**src/rtl/rtn_pkg.sv**
```systemverilog
// Package rtn_pkg
// Shared constants for the reduction-tree merge node.
// VC index = {class is request, port is local}. Index order is also the
// arbitration order, lowest index winning.
package rtn_pkg;
    localparam int NUM_VC  = 4;
    localparam int NUM_CLS = 2;

    typedef enum logic [1:0] {
        VC_NET_RSP = 2'd0,
        VC_LOC_RSP = 2'd1,
        VC_NET_REQ = 2'd2,
        VC_LOC_REQ = 2'd3
    } vc_e;

    // Message class carried by a VC index.
    function automatic logic vc_class(input int idx);
        return (idx < 2);
    endfunction

    // Port a VC index belongs to: 1 = local, 0 = network.
    function automatic logic vc_is_loc(input int idx);
        return (idx % 2) == 1;
    endfunction

    // VC index for a class and port.
    function automatic int vc_index(input int cls, input bit is_loc);
        return 2 * (1 - cls) + (is_loc ? 1 : 0);
    endfunction
endpackage

```
**src/rtl/rtn_vc_fifo.sv**
```systemverilog
// Module rtn_vc_fifo
// One virtual-channel buffer: a circular FIFO of DEPTH entries.
// Assumes the sender obeys credits, so it never pushes when full. Pop is
// requested only when non-empty.
module rtn_vc_fifo #(
    parameter int W     = 129,
    parameter int DEPTH = 4
) (
    input  logic         clk,
    input  logic         rst_n,
    input  logic         push,
    input  logic [W-1:0] push_ent,
    input  logic         pop,
    output logic [W-1:0] head_ent,
    output logic         empty
);
    localparam int PTR_W = (DEPTH > 1) ? $clog2(DEPTH) : 1;
    localparam int CNT_W = $clog2(DEPTH + 1);

    logic [W-1:0]     mem [DEPTH];
    logic [PTR_W-1:0] wr_ptr, rd_ptr;
    logic [CNT_W-1:0] cnt;
    logic             full;

    function automatic logic [PTR_W-1:0] nxt(input logic [PTR_W-1:0] p);
        return (p == PTR_W'(DEPTH - 1)) ? '0 : p + PTR_W'(1);
    endfunction

    assign empty    = (cnt == '0);
    assign full     = (cnt == CNT_W'(DEPTH));
    assign head_ent = mem[rd_ptr];

    // Storage write; contents need no reset.
    always_ff @(posedge clk) begin
        if (push) mem[wr_ptr] <= push_ent;
    end

    // Pointer and occupancy bookkeeping.
    always_ff @(posedge clk) begin
        if (!rst_n) begin
            wr_ptr <= '0;
            rd_ptr <= '0;
            cnt    <= '0;
        end else begin
            if (push) wr_ptr <= nxt(wr_ptr);
            if (pop)  rd_ptr <= nxt(rd_ptr);
            case ({push, pop})
                2'b10:   cnt <= cnt + CNT_W'(1);
                2'b01:   cnt <= cnt - CNT_W'(1);
                default: cnt <= cnt;
            endcase
        end
    end

    assert_no_overflow_R10: assert property (@(posedge clk) disable iff (!rst_n)
        push |-> !full);
    assert_no_underflow_R10: assert property (@(posedge clk) disable iff (!rst_n)
        pop |-> !empty);
endmodule

```
**src/rtl/rtn_credit_ctr.sv**
```systemverilog
// Module rtn_credit_ctr
// Counts free slots in one downstream VC. Starts at DEPTH, drops on each
// flit sent, rises on each credit returned.
// Assumes the downstream never returns more credits than were spent.
module rtn_credit_ctr #(
    parameter int DEPTH = 4
) (
    input  logic clk,
    input  logic rst_n,
    input  logic spend,
    input  logic refund,
    output logic avail
);
    localparam int CNT_W = $clog2(DEPTH + 1);

    logic [CNT_W-1:0] cnt;

    assign avail = (cnt != '0);

    // Credit balance update.
    always_ff @(posedge clk) begin
        if (!rst_n) begin
            cnt <= CNT_W'(DEPTH);
        end else begin
            case ({spend, refund})
                2'b10:   cnt <= cnt - CNT_W'(1);
                2'b01:   cnt <= cnt + CNT_W'(1);
                default: cnt <= cnt;
            endcase
        end
    end

    assert_credit_ceiling_R6: assert property (@(posedge clk) disable iff (!rst_n)
        cnt <= CNT_W'(DEPTH));
    assert_spend_needs_credit_R5: assert property (@(posedge clk) disable iff (!rst_n)
        spend |-> cnt != '0);
endmodule

```
**src/rtl/rtn_prio_arb.sv**
```systemverilog
// Module rtn_prio_arb
// Fixed-priority N:1 arbiter with packet lock. Index 0 is highest priority.
// After a grant to a non-tail flit, only that index may win until its tail is
// granted. Requests already include the credit check.
module rtn_prio_arb #(
    parameter int N = 4
) (
    input  logic                 clk,
    input  logic                 rst_n,
    input  logic [N-1:0]         req,
    input  logic [N-1:0]         tail,
    output logic [N-1:0]         gnt,
    output logic [$clog2(N)-1:0] gnt_idx,
    output logic                 gnt_any
);
    localparam int IDX_W = $clog2(N);

    logic             locked;
    logic [IDX_W-1:0] lock_idx;

    // Pick the winner: locked owner only, else the lowest requesting index.
    always_comb begin
        gnt     = '0;
        gnt_idx = '0;
        gnt_any = 1'b0;
        if (locked) begin
            if (req[lock_idx]) begin
                gnt[lock_idx] = 1'b1;
                gnt_idx       = lock_idx;
                gnt_any       = 1'b1;
            end
        end else begin
            for (int i = N - 1; i >= 0; i--) begin
                if (req[i]) begin
                    gnt     = '0;
                    gnt[i]  = 1'b1;
                    gnt_idx = IDX_W'(i);
                    gnt_any = 1'b1;
                end
            end
        end
    end

    // Hold ownership from a head flit until its tail flit is granted.
    always_ff @(posedge clk) begin
        if (!rst_n) begin
            locked   <= 1'b0;
            lock_idx <= '0;
        end else if (gnt_any) begin
            locked   <= !tail[gnt_idx];
            lock_idx <= gnt_idx;
        end
    end

    assert_gnt_onehot_R4: assert property (@(posedge clk) disable iff (!rst_n)
        $onehot0(gnt));
    assert_gnt_backed_R5: assert property (@(posedge clk) disable iff (!rst_n)
        (gnt & ~req) == '0);
    assert_top_wins_R4: assert property (@(posedge clk) disable iff (!rst_n)
        (!locked && req[0]) |-> gnt[0]);
endmodule

```
**src/rtl/rtn_merge_node.sv**
```systemverilog
// Module rtn_merge_node
// Two-input, one-output merge node of a reduction tree. The local and network
// ports each feed two class FIFOs. One fixed-priority arbiter, gated by
// downstream credits, drives a registered output. Each dequeue returns a
// credit to the port it came from.
// Assumes senders obey returned credits and each packet keeps one class.
module rtn_merge_node
    import rtn_pkg::*;
#(
    parameter int DATA_W     = 128,
    parameter int FIFO_DEPTH = 4,
    parameter int DOWN_DEPTH = 4
) (
    input  logic              clk,
    input  logic              rst_n,
    input  logic              loc_vld,
    input  logic              loc_cls,
    input  logic              loc_tail,
    input  logic [DATA_W-1:0] loc_data,
    output logic [1:0]        loc_crd_ret,
    input  logic              net_vld,
    input  logic              net_cls,
    input  logic              net_tail,
    input  logic [DATA_W-1:0] net_data,
    output logic [1:0]        net_crd_ret,
    output logic              out_vld,
    output logic              out_cls,
    output logic              out_tail,
    output logic [DATA_W-1:0] out_data,
    input  logic [1:0]        out_crd_in
);
    localparam int ENT_W = DATA_W + 1;
    localparam int IDX_W = $clog2(NUM_VC);

    logic [ENT_W-1:0]   head_ent [NUM_VC];
    logic [NUM_VC-1:0]  push, empty, req, tails, gnt;
    logic [NUM_CLS-1:0] has_crd, spend;
    logic [IDX_W-1:0]   gnt_idx;
    logic               gnt_any;
    logic               gnt_cls;

    genvar v;
    generate
        for (v = 0; v < NUM_VC; v++) begin : g_vc
            localparam logic VC_CLS = vc_class(v);
            localparam logic IS_LOC = vc_is_loc(v);
            logic [ENT_W-1:0] in_ent;

            // Steer the arriving flit into the FIFO for its port and class.
            always_comb begin
                if (IS_LOC) begin
                    push[v] = loc_vld && (loc_cls == VC_CLS);
                    in_ent  = {loc_tail, loc_data};
                end else begin
                    push[v] = net_vld && (net_cls == VC_CLS);
                    in_ent  = {net_tail, net_data};
                end
            end

            rtn_vc_fifo #(.W(ENT_W), .DEPTH(FIFO_DEPTH)) u_fifo (
                .clk      (clk),
                .rst_n    (rst_n),
                .push     (push[v]),
                .push_ent (in_ent),
                .pop      (gnt[v]),
                .head_ent (head_ent[v]),
                .empty    (empty[v])
            );

            assign req[v]   = !empty[v] && has_crd[VC_CLS];
            assign tails[v] = head_ent[v][ENT_W-1];
        end

        for (v = 0; v < NUM_CLS; v++) begin : g_crd
            assign spend[v] = gnt_any && (gnt_cls == v[0]);
            rtn_credit_ctr #(.DEPTH(DOWN_DEPTH)) u_ctr (
                .clk    (clk),
                .rst_n  (rst_n),
                .spend  (spend[v]),
                .refund (out_crd_in[v]),
                .avail  (has_crd[v])
            );
        end
    endgenerate

    rtn_prio_arb #(.N(NUM_VC)) u_arb (
        .clk     (clk),
        .rst_n   (rst_n),
        .req     (req),
        .tail    (tails),
        .gnt     (gnt),
        .gnt_idx (gnt_idx),
        .gnt_any (gnt_any)
    );

    assign gnt_cls = !gnt_idx[1];

    // Output link register: one flit per cycle toward the next node.
    always_ff @(posedge clk) begin
        if (!rst_n) begin
            out_vld  <= 1'b0;
            out_cls  <= 1'b0;
            out_tail <= 1'b0;
            out_data <= '0;
        end else begin
            out_vld <= gnt_any;
            if (gnt_any) begin
                out_cls  <= gnt_cls;
                out_tail <= head_ent[gnt_idx][ENT_W-1];
                out_data <= head_ent[gnt_idx][DATA_W-1:0];
            end
        end
    end

    // Credit return pulses to each sender, one bit per class.
    always_ff @(posedge clk) begin
        if (!rst_n) begin
            loc_crd_ret <= '0;
            net_crd_ret <= '0;
        end else begin
            for (int c = 0; c < NUM_CLS; c++) begin
                loc_crd_ret[c] <= gnt[vc_index(c, 1'b1)];
                net_crd_ret[c] <= gnt[vc_index(c, 1'b0)];
            end
        end
    end

    assert_credit_per_flit_R7: assert property (@(posedge clk) disable iff (!rst_n)
        $countones({loc_crd_ret, net_crd_ret}) == 32'(out_vld));
    assert_credit_class_R7: assert property (@(posedge clk) disable iff (!rst_n)
        out_vld |-> (loc_crd_ret[out_cls] || net_crd_ret[out_cls]));
    assert_no_interleave_R8: assert property (@(posedge clk) disable iff (!rst_n)
        (out_vld && !out_tail) |=> (!out_vld || out_cls == $past(out_cls)));
endmodule

```
**config.mk**
```make
export PLATFORM = sky130hd
export DESIGN_NAME = rtn_merge_node
export DESIGN_NICKNAME = d
export VERILOG_FILES = /design/src/rtl/rtn_pkg.sv /design/src/rtl/rtn_vc_fifo.sv /design/src/rtl/rtn_credit_ctr.sv /design/src/rtl/rtn_prio_arb.sv /design/src/rtl/rtn_merge_node.sv
export SDC_FILE = /design/constraint.sdc
export NUM_CORES = 2
export LEC_CHECK = 0
export ABC_AREA = 0
export CORE_UTILIZATION = 56
export CTS_CLUSTER_DIAMETER = 100
export DETAILED_ROUTE_END_ITERATION = 12
export MAX_ROUTING_LAYER = met4
export PLACE_DENSITY = 0.74
export SLEW_MARGIN = 0
export SYNTH_ARGS = -nofsm -noshare
export SYNTH_HDL_FRONTEND = slang
export SYNTH_HIERARCHICAL = 1
export SYNTH_SLANG_ARGS = --single-unit
export TNS_END_PERCENT = 5
```
**constraint.sdc**
```tcl
create_clock -name clk -period 5.2 [get_ports clk]
set_input_delay 0.78 -clock clk [delete_from_list [all_inputs] [get_ports clk]]
set_output_delay 0.78 -clock clk [all_outputs]
set_load 0.005 [all_outputs]
```
==> run metrics <==
Post-synth EDFFs=2064; # setup viols final=0; WHS Endpoint=g_crd[1].u_ctr/cnt[2]; flop-to-flop setup slack=1.08 ns; sw frac=28.3%; VDD IR max=0.000565 V; required time of the critical path=5.95 ns; Hold WC Path Type=in2reg; Area after DPL=91600 um^2; CTS Buf Count=213; final core occ=65.8%; fin crit period=4.12 ns; IO Count=401; Syn Nets=4006; Vias=41200; Synth Area per Inst=23.0 um^2; hold buffers post-CTS=0; FF-to-FF path depth=9; status=finished clean; sequential share of power=43.4%; initial antenna violation count=56; terminus of the critical flop-to-flop path=out_data[82]; CP Class=reg2reg; WP data arrival=4.87 ns; Yosys warning total=6; most frequent cells in the layout=edfxtp_1, mux4_2, clkdlybuf4s50_1; dpl ws=1.23 ns; CORE AREA=150000 um^2; Slew @ Worst Pin=1.06 ns; full die area=154000 um^2; max_cap viols=0; ys async rst share=0%; DPL Wire Length=115000 um; FP Rows=142; clk_lat worst skew=0.85 ns; Starting Density=56.7%; wire length per cell=32.2 um; clock power share=31.9%; Root Buffer=clkbuf_16; GRT Total Usage=28.4%; Worst Hold Depth=2; Routability Congestion=0.795; Int Power=35.4 mW; largest net degree at the start of global routing=130; Synth Register Bits=2244; final hold violations=0; worst reg2reg startpoint=g_crd[0].u_ctr/cnt[0]; Top FF cell, synth=edfxtp_1; via density per instance=6.36; Min Hold Slack=0.405 ns; First-pass DRT Iterations=5; Cell Area, Synth=85200 um^2; Crit. End Element=register; first-pass GRT wire length=298000 um; post-synthesis sequential area ratio=77.0%; clk sinks=2244; initial DRC count=4359; switching power=14.0 mW; Max Buffers Root-to-Sink=3; Pins Over Slew Limit=0; Logic pwr share=24.7%; Max Fclk=243 MHz; number of setup buffers added after CTS=0; ratio of cells with drive above 1 in the final layout=22.3%; post-CTS sizing=0; crit start category=register; share of the synthesized area in the top cell type=72.8%; Slew HR=29.4%; CTS tree=yes; Hold Crit Start=rst_n; fin area=98900 um^2; Port-buffer cells=400; most area-hungry cell type in the Yosys netlist=edfxtp_1; Max FO, Critical Path=70; H-tree Lvls=4; commonest non-fill, non-tap cell in the layout=edfxtp_1; chip height=392 um; Die W=392 um; Area Growth Syn to Fin=16.2%; synth top area cells=edfxtp_1, mux4_2, dfxtp_1, mux2i_1, o221ai_1; clock skew=0.0442 ns; power per cell area=499 nW/um^2; Post-Syn Instances=3708; fillers=9559; Leak Pwr=30.6 nW; Nets=4515; Final TNS setup=0 ns; clk slew on worst S/H paths=0.06 ns; post-layout worst setup margin=1.08 ns; Residual DRC=0; ANT nets after route=0; Netlist cell types=45; Remaining Overflow, GRT=0; period utilization=79.1%; Post-Route WL=209000 um; unrepaired setup endpoints after global routing=no; vias in the first global route=42700
[Yosys cell counts, types with 2 or more instances]
| master | instances |
|---|---|
| nor2_1 | 3 |
| or3_1 | 8 |
| nor2b_1 | 27 |
| o21ai_0 | 14 |
| inv_1 | 29 |
| buf_6 | 76 |
| o221ai_1 | 119 |
| buf_1 | 3 |
| o221ai_2 | 10 |
| fa_1 | 6 |
| o31ai_1 | 2 |
| edfxtp_1 | 2064 |
| nand3_1 | 5 |
| mux4_2 | 517 |
| ha_1 | 26 |
| and2_1 | 35 |
| nor3_1 | 4 |
| mux2i_1 | 268 |
| a21boi_0 | 6 |
| buf_8 | 2 |
| nand3b_1 | 129 |
| clkbuf_1 | 27 |
| o21a_1 | 6 |
| mux2_1 | 2 |
| buf_2 | 79 |
| a21oi_1 | 5 |
| buf_4 | 15 |
| nor3b_1 | 8 |
| xnor2_1 | 6 |
| nand2_1 | 8 |
| xor2_1 | 6 |
| dfxtp_1 | 180 |
[sequential cells by signal, summed over array words and instances, names as in the netlist, named ones only]
name,cells
g_vc.u_fifo/mem,2064
out_data,128
g_vc.u_fifo/cnt,12
g_vc.u_fifo/rd_ptr,8
g_vc.u_fifo/wr_ptr,8
g_crd.u_ctr/cnt,6
loc_crd_ret,2
net_crd_ret,2
u_arb/lock_idx,2
out_cls,1
out_tail,1
out_vld,1
u_arb/locked,1
[metal layers]
layer  share of wire (%)  up-vias  global-route usage, %
li1                    -    16800                      -
met1                  38    22000                   36.1
met2                  50     2162                   46.0
met3                 9.4      311                   6.26
met4                 2.6        0                   8.82
met5                   0        -                      -
[logic make-up (layout without fill, tap and decap cells)]
group,count (synthesis),count (layout),synth area share (%)
AO/OA/AOI/OAI,167,167,1.68
XOR/XNOR,12,12,0.123
adder cells (fa/ha/maj),32,32,0.523
buffers and inverters,232,932,1.90
flip-flops,2244,2244,77.0
multiplexers,787,787,16.9
other,0,58,0
AND/OR/NAND/NOR,234,234,1.90
[power by group through the flow]
stage	logic (mW)	registers, mW	clock network [mW]
final	12.2	21.4	15.8
after global routing	12.8	21.5	16.6
after CTS	12.2	21.4	15.9
after detailed placement	12.1	21.8	0
after global placement	11.9	21.8	0
after floorplan	8.94	21.3	0
[worst max path at each step]
| stage | from | endpoint | slack [ns] |
|---|---|---|---|
| after CTS | g_crd[0].u_ctr/cnt[0] | out_data[82] | 1.14 |
| final | g_crd[0].u_ctr/cnt[0] | out_data[82] | 1.08 |
| after global routing | g_crd[0].u_ctr/cnt[0] | out_data[82] | 0.97 |
| after global placement | g_crd[0].u_ctr/cnt[0] | out_data[83] | 1.41 |
| after detailed placement | g_crd[0].u_ctr/cnt[0] | out_data[82] | 1.23 |
| after floorplan | net_vld | g_vc[2].u_fifo/mem[0][0] | 0.62 |
[worst max-delay path, cell delays in order (launching register included)]
cell	delay [ns]
dfxtp_1	0.39
or3_1	0.14
nor2b_1	0.41
mux4_2	0.33
nand2b_4	0.13
o21ai_2	0.09
inv_4	0.71
nand3b_4	0.85
buf_4	0.63
o221ai_1	0.29
[stage by stage]
stage,total power [mW],std cells
after CTS,49.6,6424
after global routing,50.9,6473
after global placement,33.6,6018
final,49.4,6482
after floorplan,30.2,3708
after detailed placement,33.9,6018
[layout make-up]
| class | instances | area [um^2] | area share [%] |
|---|---|---|---|
| Clock inverter | 111 | 1280 | 1.30 |
| Sequential cell | 2244 | 65600 | 66.3 |
| Tap cell | 2016 | 2520 | 2.55 |
| Clock buffer | 295 | 5930 | 5.99 |
| Inverter | 30 | 123 | 0.124 |
| Antenna cell | 58 | 145 | 0.147 |
| Multi-Input combinational cell | 1232 | 18000 | 18.2 |
| Timing Repair Buffer | 496 | 5300 | 5.36 |
Power figures use the tool's default switching activity.
